[src/rtl/fbr_pkg.sv]
// Package: shared constants and state type for the serial flash boot reader.
// Assumes a single read transaction per reset with 24-bit addressing.
package fbr_pkg;

    localparam logic [7:0] FBR_CMD_FAST_READ = 8'h0B;
    localparam int         FBR_ADDR_BITS     = 24;
    localparam int         FBR_DUMMY_BITS    = 8;
    localparam int         FBR_HDR_BITS      = 8 + FBR_ADDR_BITS + FBR_DUMMY_BITS;
    localparam int         FBR_BYTE_BITS     = 8;

    typedef enum logic [2:0] {
        FBR_IDLE    = 3'd0,
        FBR_HEADER  = 3'd1,
        FBR_DATA    = 3'd2,
        FBR_PRESENT = 3'd3,
        FBR_END     = 3'd4
    } fbr_state_t;

endpackage

[src/rtl/fbr_clkgen.sv]
// Module: serial clock phase timer.
// Emits a one-cycle tick after every DIV cycles while run is high. The
// count restarts from zero whenever run is low, so each clock phase after
// a stall again lasts a full DIV cycles. Assumes DIV >= 1.
module fbr_clkgen #(
    parameter int DIV = 4
) (
    input  logic clk,
    input  logic rst_n,
    input  logic run,
    output logic tick
);
    localparam int CW = (DIV > 1) ? $clog2(DIV) : 1;

    logic [CW-1:0] cnt;

    // Phase counter: counts while running, clears when stopped or on a tick.
    always_ff @(posedge clk) begin
        if (!rst_n || !run || tick) begin
            cnt <= '0;
        end else begin
            cnt <= cnt + 1'b1;
        end
    end

    assign tick = run && (cnt == CW'(DIV - 1));

endmodule

[src/rtl/fbr_tx_shifter.sv]
// Module: parallel-load, MSB-first output shift register.
// load takes priority over shift; zeros fill in from the bottom.
module fbr_tx_shifter #(
    parameter int W = 40
) (
    input  logic         clk,
    input  logic         rst_n,
    input  logic         load,
    input  logic         shift,
    input  logic [W-1:0] load_val,
    output logic         bit_out
);
    logic [W-1:0] sr;

    // Shift register: load the header word or move it one bit toward the MSB.
    always_ff @(posedge clk) begin
        if (!rst_n) begin
            sr <= '0;
        end else if (load) begin
            sr <= load_val;
        end else if (shift) begin
            sr <= {sr[W-2:0], 1'b0};
        end
    end

    assign bit_out = sr[W-1];

endmodule

[src/rtl/fbr_rx_shifter.sv]
// Module: MSB-first input shift register that assembles received bits.
// After W samples, the first sampled bit sits in the top position.
module fbr_rx_shifter #(
    parameter int W = 8
) (
    input  logic         clk,
    input  logic         rst_n,
    input  logic         sample,
    input  logic         bit_in,
    output logic [W-1:0] word
);
    // Assembly register: take one new bit in at the bottom on each sample.
    always_ff @(posedge clk) begin
        if (!rst_n) begin
            word <= '0;
        end else if (sample) begin
            word <= {word[W-2:0], bit_in};
        end
    end

endmodule

[src/rtl/fbr_seq.sv]
// Module: transaction sequencer for the boot reader.
// Owns chip select, the serial clock level, bit and byte counters and the
// completion flags. A rising clock tick samples input data. A falling tick
// moves the outgoing header along. Assumes BYTE_COUNT >= 1.
module fbr_seq
    import fbr_pkg::*;
#(
    parameter int BYTE_COUNT = 4096
) (
    input  logic clk,
    input  logic rst_n,
    input  logic tick,
    input  logic out_ready,
    output logic run,
    output logic tx_load,
    output logic tx_shift,
    output logic rx_sample,
    output logic cs_n,
    output logic sck,
    output logic out_valid,
    output logic done,
    output logic released
);
    localparam int BIT_W = $clog2(FBR_HDR_BITS + 1);
    localparam int CNT_W = (BYTE_COUNT > 1) ? $clog2(BYTE_COUNT) : 1;

    fbr_state_t       state;
    logic [BIT_W-1:0] bit_cnt;
    logic [CNT_W-1:0] byte_cnt;
    logic             rise_tick;
    logic             fall_tick;
    logic             last_byte;

    assign rise_tick = tick && !sck;
    assign fall_tick = tick &&  sck;
    assign last_byte = (byte_cnt == CNT_W'(BYTE_COUNT - 1));

    // Strobes for the clock timer and the shift registers.
    always_comb begin
        run       = (state == FBR_HEADER) || (state == FBR_DATA);
        tx_load   = (state == FBR_IDLE);
        tx_shift  = (state == FBR_HEADER) && fall_tick;
        rx_sample = (state == FBR_DATA) && rise_tick;
        out_valid = (state == FBR_PRESENT);
    end

    // Main state machine, pin levels and counters.
    always_ff @(posedge clk) begin
        if (!rst_n) begin
            state    <= FBR_IDLE;
            bit_cnt  <= '0;
            byte_cnt <= '0;
            cs_n     <= 1'b1;
            sck      <= 1'b0;
            done     <= 1'b0;
            released <= 1'b0;
        end else begin
            done <= 1'b0;
            case (state)
                FBR_IDLE: begin
                    cs_n  <= 1'b0;
                    state <= FBR_HEADER;
                end
                FBR_HEADER: begin
                    if (rise_tick) begin
                        sck     <= 1'b1;
                        bit_cnt <= bit_cnt + 1'b1;
                    end else if (fall_tick) begin
                        sck <= 1'b0;
                        if (bit_cnt == BIT_W'(FBR_HDR_BITS)) begin
                            bit_cnt <= '0;
                            state   <= FBR_DATA;
                        end
                    end
                end
                FBR_DATA: begin
                    if (rise_tick) begin
                        sck     <= 1'b1;
                        bit_cnt <= bit_cnt + 1'b1;
                    end else if (fall_tick) begin
                        sck <= 1'b0;
                        if (bit_cnt == BIT_W'(FBR_BYTE_BITS)) begin
                            bit_cnt <= '0;
                            state   <= FBR_PRESENT;
                        end
                    end
                end
                FBR_PRESENT: begin
                    if (out_ready) begin
                        if (last_byte) begin
                            cs_n     <= 1'b1;
                            done     <= 1'b1;
                            released <= 1'b1;
                            state    <= FBR_END;
                        end else begin
                            byte_cnt <= byte_cnt + 1'b1;
                            state    <= FBR_DATA;
                        end
                    end
                end
                default: begin
                    cs_n <= 1'b1;
                    sck  <= 1'b0;
                end
            endcase
        end
    end

endmodule

[src/rtl/flash_boot_reader.sv]
// Module: serial flash boot image reader (top).
// After reset it issues one Fast Read at START_ADDR in SPI mode 0 and
// streams BYTE_COUNT bytes out on a valid/ready interface. It then parks
// the pins and flags them as released. The serial clock half-period is
// CLK_DIV system clocks.
module flash_boot_reader
    import fbr_pkg::*;
#(
    parameter int          CLK_DIV    = 4,
    parameter logic [23:0] START_ADDR = 24'h000000,
    parameter int          BYTE_COUNT = 4096
) (
    input  logic       clk,
    input  logic       rst_n,
    output logic       spi_cs_n,
    output logic       spi_sck,
    output logic       spi_mosi,
    input  logic       spi_miso,
    output logic [7:0] out_data,
    output logic       out_valid,
    input  logic       out_ready,
    output logic       done,
    output logic       pins_released
);
    localparam logic [FBR_HDR_BITS-1:0] HDR_WORD =
        {FBR_CMD_FAST_READ, START_ADDR, {FBR_DUMMY_BITS{1'b0}}};

    logic run;
    logic tick;
    logic tx_load;
    logic tx_shift;
    logic rx_sample;

    fbr_clkgen #(.DIV(CLK_DIV)) u_clkgen (
        .clk   (clk),
        .rst_n (rst_n),
        .run   (run),
        .tick  (tick)
    );

    fbr_tx_shifter #(.W(FBR_HDR_BITS)) u_tx (
        .clk      (clk),
        .rst_n    (rst_n),
        .load     (tx_load),
        .shift    (tx_shift),
        .load_val (HDR_WORD),
        .bit_out  (spi_mosi)
    );

    fbr_rx_shifter #(.W(FBR_BYTE_BITS)) u_rx (
        .clk    (clk),
        .rst_n  (rst_n),
        .sample (rx_sample),
        .bit_in (spi_miso),
        .word   (out_data)
    );

    fbr_seq #(.BYTE_COUNT(BYTE_COUNT)) u_seq (
        .clk       (clk),
        .rst_n     (rst_n),
        .tick      (tick),
        .out_ready (out_ready),
        .run       (run),
        .tx_load   (tx_load),
        .tx_shift  (tx_shift),
        .rx_sample (rx_sample),
        .cs_n      (spi_cs_n),
        .sck       (spi_sck),
        .out_valid (out_valid),
        .done      (done),
        .released  (pins_released)
    );

endmodule

[config.mk]
export PLATFORM = sky130hd
export DESIGN_NAME = flash_boot_reader
export DESIGN_NICKNAME = d
export VERILOG_FILES = /design/src/rtl/fbr_pkg.sv /design/src/rtl/fbr_clkgen.sv /design/src/rtl/fbr_tx_shifter.sv /design/src/rtl/fbr_rx_shifter.sv /design/src/rtl/fbr_seq.sv /design/src/rtl/flash_boot_reader.sv
export SDC_FILE = /design/constraint.sdc
export NUM_CORES = 1
export LEC_CHECK = 0
export ABC_AREA = 1
export BUFFER_PORTS_ARGS = -buffer_cell sky130_fd_sc_hd__buf_2
export CELL_PAD_IN_SITES_DETAIL_PLACEMENT = 0
export CELL_PAD_IN_SITES_GLOBAL_PLACEMENT = 1
export CORE_AREA = 2 2 73 75
export CTS_CLUSTER_DIAMETER = 40
export DETAILED_ROUTE_END_ITERATION = 12
export DIE_AREA = 0 0 75 77
export PLACE_DENSITY_LB_ADDON = 0.15
export SLEW_MARGIN = 0
export SYNTH_ARGS = -nofsm -noshare
export SYNTH_HDL_FRONTEND = slang
export SYNTH_SLANG_ARGS = --single-unit
[constraint.sdc]
create_clock -name clk -period 2.1 [get_ports clk]
set_clock_uncertainty 0.15 [all_clocks]
set_input_delay 0.105 -clock clk [delete_from_list [all_inputs] [get_ports clk]]
set_output_delay 0.105 -clock clk [all_outputs]
set_load 0.005 [all_outputs]
* Yosys cells after proc, flatten, opt, wreduce, memory -nomap -nowiden
Index checks and enable logic that the tools add are counted.
** Storage, ports and cells
- Register bits after elaboration :: 43
- Input bits :: 4
- Output and inout bits :: 14
- Logic and storage cells :: 88
** Cells by class
- Bitwise logic cells :: 4
- Eq/ne operators :: 20
- Reductions and logical operators :: 25
- Multiplexer cells :: 25
- Add/subtract/negate cells :: 3
** Operators by type and width (count)
- $mux 36 :: 2
- $mux 6 :: 6
- $mux 3 :: 8
- $add 12x1->12 const B :: 1
- $eq 12x12->1 const B :: 1
- $pmux 3 s4 :: 1
- $pmux 6 s2 :: 1
- $reduce_and 3->1 :: 4
- $ne 3x1->1 const B :: 3
- $ne 2x1->1 const B :: 4
- $ne 2x2->1 const B :: 4
- $reduce_and 8->1 :: 1
- $add 6x1->6 const B :: 1
- $eq 3x2->1 const B :: 2
- $eq 6x4->1 const B :: 1
- $eq 6x6->1 const B :: 1
- $ne 3x2->1 const B :: 2
- $reduce_or 2->1 :: 3
- $logic_and 1x1->1 :: 5
- $mux 1 :: 5
- $reduce_and 5->1 :: 1
- $not 1->1 :: 4
- $reduce_bool 2->1 :: 2
- $reduce_bool 4->1 :: 1
- other kinds (9) :: 13

* Logic depth before layout (Yosys ltp)
Gate-level depths: netlist (run 1).
- Depth after elaboration :: 7
- Mapped depth :: 11

* Cells and area by module
From an unflattened synthesis (run 1), not the netlist that was laid out.
** Unflattened totals
- Cell total of the unflattened synthesis :: 579
- Area, all modules :: 4028.9 sq um
** By module, submodules not included
- fbr_tx_shifter :: cells each 303, area an instance 2185.8 sq um, instances 1, sequential area each 800.8 sq um
- fbr_seq :: cells each 213, area an instance 1393.8 sq um, instances 1, sequential area each 500.5 sq um
- fbr_rx_shifter :: cells each 51, area an instance 356.6 sq um, instances 1, sequential area each 160.2 sq um
- fbr_clkgen :: cells each 10, area an instance 85.1 sq um, instances 1, sequential area each 40.0 sq um
- flash_boot_reader :: cells each 2, area an instance 7.5 sq um, instances 1, sequential area each 0.0 sq um

* Worst setup path before layout (run 1)
OpenSTA, ideal clock, no wires.
- Kind :: register -> register
- Start :: reg u_seq.byte_cnt[0]
- End :: reg u_seq.byte_cnt[10]
- Arrival time :: 1266 ps
- Path buffers :: 1
- Required time :: 1835 ps
- Library setup time :: 115 ps
- Slack :: 569 ps
- Cell stages (with the launch flop) :: 10
- Cell sequence :: dfxtp_1 ha_1 nand2_1 nor2_2 nand3_2 nand3_2 inv_2 buf_6 a21oi_1 nor2_1
** Between the ends
- Word-level cells in the longest chain between the ends :: 3
** RTL lines
- start: declaration :: RTL line fbr_seq.sv:29 : logic [CNT_W-1:0] byte_cnt;
- start signal: assignment :: RTL line fbr_seq.sv:96 : byte_cnt <= byte_cnt + 1'b1;
- parallel branches: the longest is 3 deep, another holds $add 12x1->12
Parallel ways; which one is timed is not known.
A chain may end at the register's enable or synchronous reset.

* Worst setup path in the final report (run 1)
- Start :: reg u_seq.byte_cnt[0]
- End :: reg u_seq.done
** Between the ends
- Word-level cells in the longest chain between the ends :: 2
** RTL lines
- $eq 12x12->1 :: RTL line fbr_seq.sv:36 : assign last_byte = (byte_cnt == CNT_W'(BYTE_COUNT - 1));
- $mux 1 :: RTL line fbr_seq.sv:90 : if (last_byte) begin
- end signal: assignment :: RTL line fbr_seq.sv:55 : done <= 1'b0;
- end signal: assignment :: RTL line fbr_seq.sv:58 : done <= 1'b0;
- end signal: assignment :: RTL line fbr_seq.sv:92 : done <= 1'b1;
- end: declaration :: RTL line fbr_seq.sv:21 : output logic done,
No other way between the ends.

==> load_flow_metrics.sql, run 1 <==
INSERT INTO impl_metrics (metric_group, metric, value, unit) VALUES
('routing', 'wire_per_inst', '10.3', 'µm'),
('global_route', 'grt_use_met2', '0.242', ''),
('global_route', 'globalRoute.totalOverflow', '0', ''),
('sta', 'final_min_period_over_clock_period', '0.882', ''),
('logic_synthesis', 'yosys_warnings', '0', ''),
('worst_setup_path', 'critPathMaxFanout', '4', ''),
('sta', 'totalNegativeSetupSlack', '0', 'ns'),
('place', 'gp_congestion', '0.756', ''),
('clocking', 'cts_made_buffers', '5', ''),
('logic_synthesis', 'yosys_register_bits', '43', ''),
('power_and_ir_drop', 'share_comb_of_total_power', '0.212', ''),
('logic_synthesis', 'synth_compound_gate_area_share', '0.0994', ''),
('sta', 'finalSetupViolations', '0', ''),
('global_route', 'via_count_of_the_first_global_routing_pass', '1623', ''),
('cells_and_area', 'multi_input_area', '1000', 'µm²'),
('routing', 'number_of_remaining_drc_errors', '0', ''),
('power_and_ir_drop', 'leakage', '0.962', 'nW'),
('cells_and_area', 'mostFrequentLayoutCell', 'sky130_fd_sc_hd__nand2_1', ''),
('logic_synthesis', 'yosys.area_share.xor_xnor', '0.0261', ''),
('cells_and_area', 'antenna-diode-count', '0', ''),
('routing', 'dr.first_iter.drc_count', '62', ''),
('logic_synthesis', 'netlist_instances', '285', ''),
('die', 'starting_utilization_of_the_core_area', '0.405', ''),
('global_route', 'gr-usage-met3', '0.0368', ''),
('die', 'fp.coreArea', '4980', 'µm²'),
('clocking', 'cts.sink_count', '43', ''),
('die', 'boundaryPins', '18', ''),
('clocking', 'h_tree_levels', '2', ''),
('cells_and_area', 'areaGrowthSynthToFinish', '14.4', '%'),
('sta', 'period_minus_slack', '1.85', 'ns'),
('clocking', 'clk-insertion-delay-late', '0.30', 'ns'),
('routing', 'route.detailed.vias_per_inst', '4.60', ''),
('logic_synthesis', 'syn_area_per_cell', '7.07', 'µm²'),
('global_route', 'grtUsageTotal', '0.156', ''),
('clocking', 'cts_tree', 'built', ''),
('die', 'rows', '26', ''),
('clocking', 'clock-root-buffer', 'sky130_fd_sc_hd__clkbuf_8', ''),
('power_and_ir_drop', 'clk_network_pwr_share', '0.289', ''),
('logic_synthesis', 'ys_types', '28', ''),
('place', 'port_buffers', '17', ''),
('worst_setup_path', 'timing.setup.critical_path_class', 'register to register', ''),
('run', 'timing.max_cap.violations', '0', ''),
('worst_setup_path', 'start_kind', 'register', ''),
('global_route', 'grt_max_degree', '18', ''),
('logic_synthesis', 'synth_adder_area_share', '0.0248', ''),
('power_and_ir_drop', 'intPower', '1.25', 'mW'),
('worst_setup_path', 'crit_path_end_kind', 'register', ''),
('power_and_ir_drop', 'power.net_switching', '590', 'µW'),
('worst_setup_path', 'timing.critical_path.arrival', '1.95', 'ns'),
('sta', 'hold_slack', '0.285', 'ns'),
('global_route', 'globalRouteMet1Util', '0.211', ''),
('routing', 'detail_route.first_pass.iterations', '4', ''),
('die', 'die_area', '5780', 'µm²'),
('status', 'run_status', 'complete, no violations', ''),
('power_and_ir_drop', 'p_seq_frac', '0.500', ''),
('sta', 'fmaxAchievable', '540', 'MHz'),
('clocking', 'cts_resized', '0', ''),
('sta', 'unrepaired_setup_endpoints_after_global_routing', 'no', ''),
('logic_synthesis', 'syn-num-nets', '293', ''),
('power_and_ir_drop', 'power-per-cell-area', '796', 'nW/µm²'),
('logic_synthesis', 'synth-seq-area-share', '0.427', ''),
('logic_synthesis', 'combinational_family_with_the_most_area_after_synthesis', 'simple AND/OR/NAND/NOR gates', ''),
('die', 'die_y_extent', '77', 'µm'),
('min_path', 'hold_path.class', 'register to register', ''),
('routing', 'routed-via-count', '1758', ''),
('power_and_ir_drop', 'p_sw_frac', '0.321', ''),
('sta', 'tightestPinTransition', '0.310', 'ns'),
('routing', 'route.antenna.remaining_nets', '0', ''),
('cells_and_area', 'final.fill_count', '531', ''),
('cells_and_area', 'post_route_cells_drive_above_1_share', '0.144', ''),
('sta', 'slew_headroom', '0.792', '');
[cells by family after synthesis]
logic type,after synthesis
simple gates,156
flops,43
compound gates,40
buf+inv,36
xor+xnor,6
fa+ha+maj,4
[layer usage]
metal	vias up	share of wire	wire, µm
met3	7	0.033	128
met4	0	0.013	51
li1	955	-	-
met5	-	0	0
met2	22	0.47	1830
met1	774	0.49	1910
[path summary, 6_finish.rpt]
check | startpoint | to | slack (ns) | depth (start not counted)
setup reg to reg | u_seq.byte_cnt[0]$_SDFFE_PN0P_ | u_seq.done$_SDFF_PN0_ | 0.25 | 6
setup / recovery | u_seq.byte_cnt[0]$_SDFFE_PN0P_ | u_seq.done$_SDFF_PN0_ | 0.25 | 6
hold reg to reg | u_clkgen.cnt[0]$_SDFF_PP0_ | u_clkgen.cnt[0]$_SDFF_PP0_ | 0.28 | 1
hold / removal | u_clkgen.cnt[0]$_SDFF_PP0_ | u_clkgen.cnt[0]$_SDFF_PP0_ | 0.28 | 1
[sequential cells by signal, indices dropped and copies added, names as in the netlist]
register	count
u_seq.bit_cnt	6
u_seq.state	3
u_seq.released	1
u_seq.cs_n	1
u_seq.byte_cnt	12
u_clkgen.cnt	2
u_tx.sr	8
u_seq.done	1
u_rx.word	8
u_seq.sck	1
[power by group through the flow]
stage / Combinational (mW) / Clock [mW] / Sequential, mW
floorplan: 0.307 / 0 / 0.930
detailed placement: 0.393 / 0 / 0.935
global route: 0.457 / 0.587 / 0.926
finish: 0.389 / 0.530 / 0.917
CTS: 0.398 / 0.558 / 0.917
global placement: 0.391 / 0 / 0.936
[stage by stage]
step | power (mW) | utilization | std cells | cell area (µm²) | worst slack [ns]
3_3_place_gp | 1.33 | 0.438 | 370 | 2180 | 0.348
6_report | 1.84 | 0.463 | 382 | 2300 | 0.248
3_5_place_dp | 1.33 | 0.438 | 370 | 2180 | 0.291
2_1_floorplan | 1.24 | - | 285 | 2010 | 0.569
4_1_cts | 1.87 | 0.463 | 382 | 2300 | 0.214
5_1_grt | 1.97 | 0.463 | 382 | 2300 | 0.0729
[synthesized netlist by cell type]
cell type / number / area share
sky130_fd_sc_hd__nand3_2: 4 / 0.020
sky130_fd_sc_hd__nand3_1: 16 / 0.040
sky130_fd_sc_hd__nor3b_1: 1 / 0.0037
sky130_fd_sc_hd__clkbuf_1: 3 / 0.0056
sky130_fd_sc_hd__nor4_1: 1 / 0.0031
sky130_fd_sc_hd__inv_6: 1 / 0.0043
sky130_fd_sc_hd__nor2_2: 2 / 0.0062
sky130_fd_sc_hd__a21oi_1: 31 / 0.077
sky130_fd_sc_hd__xor2_1: 3 / 0.013
sky130_fd_sc_hd__nand2_1: 88 / 0.16
sky130_fd_sc_hd__o21ai_1: 2 / 0.0050
sky130_fd_sc_hd__nand4_1: 1 / 0.0031
sky130_fd_sc_hd__nor2_1: 30 / 0.056
sky130_fd_sc_hd__dfxtp_1: 43 / 0.43
sky130_fd_sc_hd__inv_1: 26 / 0.048
sky130_fd_sc_hd__buf_6: 1 / 0.0056
sky130_fd_sc_hd__nor2_4: 1 / 0.0056
sky130_fd_sc_hd__inv_2: 3 / 0.0056
sky130_fd_sc_hd__nor2_8: 1 / 0.0099
sky130_fd_sc_hd__buf_4: 1 / 0.0037
sky130_fd_sc_hd__nor3_1: 5 / 0.012
sky130_fd_sc_hd__ha_1: 4 / 0.025
sky130_fd_sc_hd__or2_2: 1 / 0.0031
sky130_fd_sc_hd__nand2_4: 2 / 0.011
sky130_fd_sc_hd__nand2_2: 3 / 0.0093
sky130_fd_sc_hd__xnor2_1: 3 / 0.013
sky130_fd_sc_hd__clkinv_1: 1 / 0.0019
sky130_fd_sc_hd__o21ai_0: 7 / 0.017
[what timing repair did]
action	4_1_cts	5_1_grt
hold buffers	4	0
endpoints found under the hold margin	4	0
setup buffers	0	0
[critical path, stage by stage, from the launching register on]
cell	delay (ns)
sky130_fd_sc_hd__dfxtp_1	0.37
sky130_fd_sc_hd__ha_1	0.19
sky130_fd_sc_hd__nand2_1	0.09
sky130_fd_sc_hd__nor2_2	0.14
sky130_fd_sc_hd__nand3_2	0.13
sky130_fd_sc_hd__nor4_1	0.17
sky130_fd_sc_hd__dlygate4sd3_1	0.57
[cell type report]
cell class / count / area share
Sequential cell: 43 / 0.374
Timing Repair Buffer: 24 / 0.0641
Tap cell: 70 / 0.0380
Clock inverter: 2 / 0.00543
Inverter: 31 / 0.0527
Clock buffer: 6 / 0.0315
Multi-Input combinational cell: 206 / 0.435
(Power assumes the default switching activity.)
==> inputs of run 2 (changes only) <==
- clock period: 2.1 -> 2 ns (I/O delays scaled with it)
==> load_flow_metrics.sql, run 2 (synthesis gave the netlist of run 1 again) <==
INSERT INTO impl_metrics (metric_group, metric, value, unit) VALUES
('sta', 'unrepaired_setup_endpoints_after_global_routing', 'no', ''),
('cells_and_area', 'max_ffs_per_register', '12', ''),
('routing', 'routed_wl', '4.09', 'mm'),
('die', 'starting_utilization_of_the_core_area', '0.405', ''),
('cells_and_area', 'areaGrowthSynthToFinish', '15.5', '%'),
('sta', 'report.final.slew_viol_count', '0', ''),
('power_and_ir_drop', 'p_seq_frac', '0.501', ''),
('worst_setup_path', 'critPathMaxFanout', '4', ''),
('global_route', 'grt_antenna_before_repair', '0', ''),
('clocking', 'clk-insertion-delay-late', '0.29', 'ns'),
('worst_setup_path', 'path_buf_inv', '1', ''),
('routing', 'wire_per_inst', '10.6', 'µm'),
('die', 'boundaryPins', '18', ''),
('cells_and_area', 'mostFrequentLayoutCells', 'sky130_fd_sc_hd__nand2_1, sky130_fd_sc_hd__dfxtp_1, sky130_fd_sc_hd__a21oi_1', ''),
('min_path', 'hold_path.class', 'register to register', ''),
('sta', 'totalNegativeSetupSlack', '0', 'ns'),
('place', 'post-dp-hpwl', '2.93', 'mm'),
('sta', 'final_min_period_over_clock_period', '0.928', ''),
('die', 'die_w', '75', 'µm'),
('sta', 'period_minus_slack', '1.86', 'ns'),
('routing', 'route.antenna.remaining_nets', '0', ''),
('place', 'placement.setup.worst_slack', '0.274', 'ns'),
('clocking', 'clkTransAtPathRegs', '0.08', 'ns'),
('die', 'fp.coreArea', '4980', 'µm²'),
('worst_setup_path', 'cpMaxStageDelayCell', 'sky130_fd_sc_hd__dlygate4sd3_1', ''),
('worst_setup_path', 'cp_cell_sequence', 'ha_1, nand2_1, nor2_2, nand3_2, nor4_2, dlygate4sd3_1', ''),
('clocking', 'cts.sink_count', '43', ''),
('routing', 'route.detailed.vias_per_inst', '4.61', ''),
('routing', 'number_of_remaining_drc_errors', '0', ''),
('cells_and_area', 'largest-register', 'u_seq.byte_cnt', ''),
('clocking', 'cts_made_buffers', '5', ''),
('cells_and_area', 'fin_cells', '384', ''),
('place', 'gp_congestion', '0.756', ''),
('worst_setup_path', 'critPathMaxStageDelay', '0.57', 'ns'),
('power_and_ir_drop', 'p_sw_frac', '0.318', ''),
('global_route', 'grtUsageTotal', '0.162', ''),
('sta', 'fin_ws', '0.144', 'ns'),
('cells_and_area', 'mostFrequentLayoutCell', 'sky130_fd_sc_hd__nand2_1', ''),
('die', 'die_area', '5780', 'µm²'),
('global_route', 'grt_max_degree', '18', ''),
('worst_setup_path', 'worstPathRequired', '2.09', 'ns'),
('clocking', 'ctsLongestPathBuffers', '2', ''),
('worst_setup_path', 'timing.setup.critical_path_class', 'register to register', ''),
('worst_setup_path', 'cpLargestDelayFamily', 'buffers and inverters', ''),
('place', 'dpl.cell_count', '372', ''),
('power_and_ir_drop', 'intPower', '1.31', 'mW'),
('clocking', 'h_tree_levels', '2', ''),
('power_and_ir_drop', 'share_comb_of_total_power', '0.216', ''),
('power_and_ir_drop', 'clk_network_pwr_share', '0.283', ''),
('run', 'timing.max_cap.violations', '0', ''),
('cells_and_area', 'postLayoutCoreUtil', '0.468', ''),
('cells_and_area', 'largest_regs', 'u_seq.byte_cnt: 12 flops, u_rx.word: 8 flops, u_tx.sr: 8 flops', ''),
('sta', 'hold_viol', '0', ''),
('status', 'run_status', 'complete, no violations', ''),
('worst_setup_path', 'timing.critical_path.arrival', '1.94', 'ns'),
('clocking', 'cts_tree', 'built', ''),
('sta', 'fmaxAchievable', '539', 'MHz'),
('clocking', 'clock-root-buffer', 'sky130_fd_sc_hd__clkbuf_8', ''),
('worst_setup_path', 'start_kind', 'register', ''),
('routing', 'detail_route.first_pass.iterations', '4', ''),
('routing', 'dr.first_iter.drc_count', '55', ''),
('place', 'port_buffers', '17', ''),
('die', 'rows', '26', ''),
('sta', 'finalSetupViolations', '0', ''),
('sta', 'tightestPinTransition', '0.296', 'ns'),
('sta', 'hold_slack', '0.282', 'ns'),
('worst_setup_path', 'crit_path_end_kind', 'register', ''),
('global_route', 'grt_first_pass_wirelength', '7.28', 'mm'),
('routing', 'routed-via-count', '1771', ''),
('power_and_ir_drop', 'max-vdd-ir-drop', '0.000488', 'V'),
('global_route', 'globalRoute.totalOverflow', '0', ''),
('global_route', 'via_count_of_the_first_global_routing_pass', '1659', ''),
('cells_and_area', 'fin_nets', '321', ''),
('sta', 'slew_headroom', '0.802', ''),
('die', 'die_y_extent', '77', 'µm'),
('cells_and_area', 'antenna-diode-count', '0', ''),
('power_and_ir_drop', 'power.net_switching', '612', 'µW'),
('power_and_ir_drop', 'power-per-cell-area', '826', 'nW/µm²'),
('power_and_ir_drop', 'leakage', '0.971', 'nW'),
('cells_and_area', 'post_route_cells_drive_above_1_share', '0.156', '');
==> run 2: cell types whose count changed in the layout (fill, tap and decap cells not counted) <==
cell                      previous run  this run
sky130_fd_sc_hd__dfxtp_1            43        42
sky130_fd_sc_hd__nor4_1              1         0
sky130_fd_sc_hd__buf_4               3         5
sky130_fd_sc_hd__dfxtp_2             0         1
sky130_fd_sc_hd__nor4_2              0         1
==> run 2: final cells by class <==
class | count | area, µm²
clock buffers | 6 | 72.6
flip-flops and latches | 43 | 862
multi-input cells | 206 | 1010
repair buffers | 26 | 163
fillers | 553 | 2650
inverters | 31 | 121
well taps | 70 | 87.6
clock inverters | 2 | 12.5
==> run 2: through the flow <==
step                power, mW  instance area [µm²]
finish                   1.92                 2330
global route             2.08                 2330
CTS                      1.96                 2320
detailed placement       1.40                 2190
global placement         1.41                 2190
floorplan                1.30                 2010
==> run 2: path summary, 6_finish.rpt <==
| kind | from | endpoint | slack, ns | cells past startpoint |
|---|---|---|---|---|
| worst min register to register | u_clkgen.cnt[0]$_SDFF_PP0_ | u_clkgen.cnt[0]$_SDFF_PP0_ | 0.28 | 1 |
| worst min-delay path | u_clkgen.cnt[0]$_SDFF_PP0_ | u_clkgen.cnt[0]$_SDFF_PP0_ | 0.28 | 1 |
| worst max-delay path | u_seq.byte_cnt[1]$_SDFFE_PN0P_ | u_seq.done$_SDFF_PN0_ | 0.14 | 6 |
| worst max register to register | u_seq.byte_cnt[1]$_SDFFE_PN0P_ | u_seq.done$_SDFF_PN0_ | 0.14 | 6 |
==> run 2: repair_timing <==
action,in CTS,in global routing
endpoints found under the hold margin,4,0
hold buffers,4,0
endpoints found under the setup margin,0,1
buffers inserted,0,0
gates resized for setup,0,2
==> run 2: metal layers <==
layer | vias to the layer above | track usage | part of all wire
li1 | 952 | - | -
met4 | 0 | 0.0714 | 0.011
met2 | 21 | 0.246 | 0.48
met3 | 4 | 0.0486 | 0.029
met5 | - | 0 | 0
met1 | 794 | 0.210 | 0.47
==> run 2: power groups by stage <==
stage | logic [mW] | registers, mW | clock network (mW)
2_1_floorplan | 0.323 | 0.976 | 0
3_3_place_gp | 0.423 | 0.983 | 0
3_5_place_dp | 0.420 | 0.982 | 0
4_1_cts | 0.426 | 0.963 | 0.576
5_1_grt | 0.493 | 0.973 | 0.614
6_report | 0.416 | 0.964 | 0.544
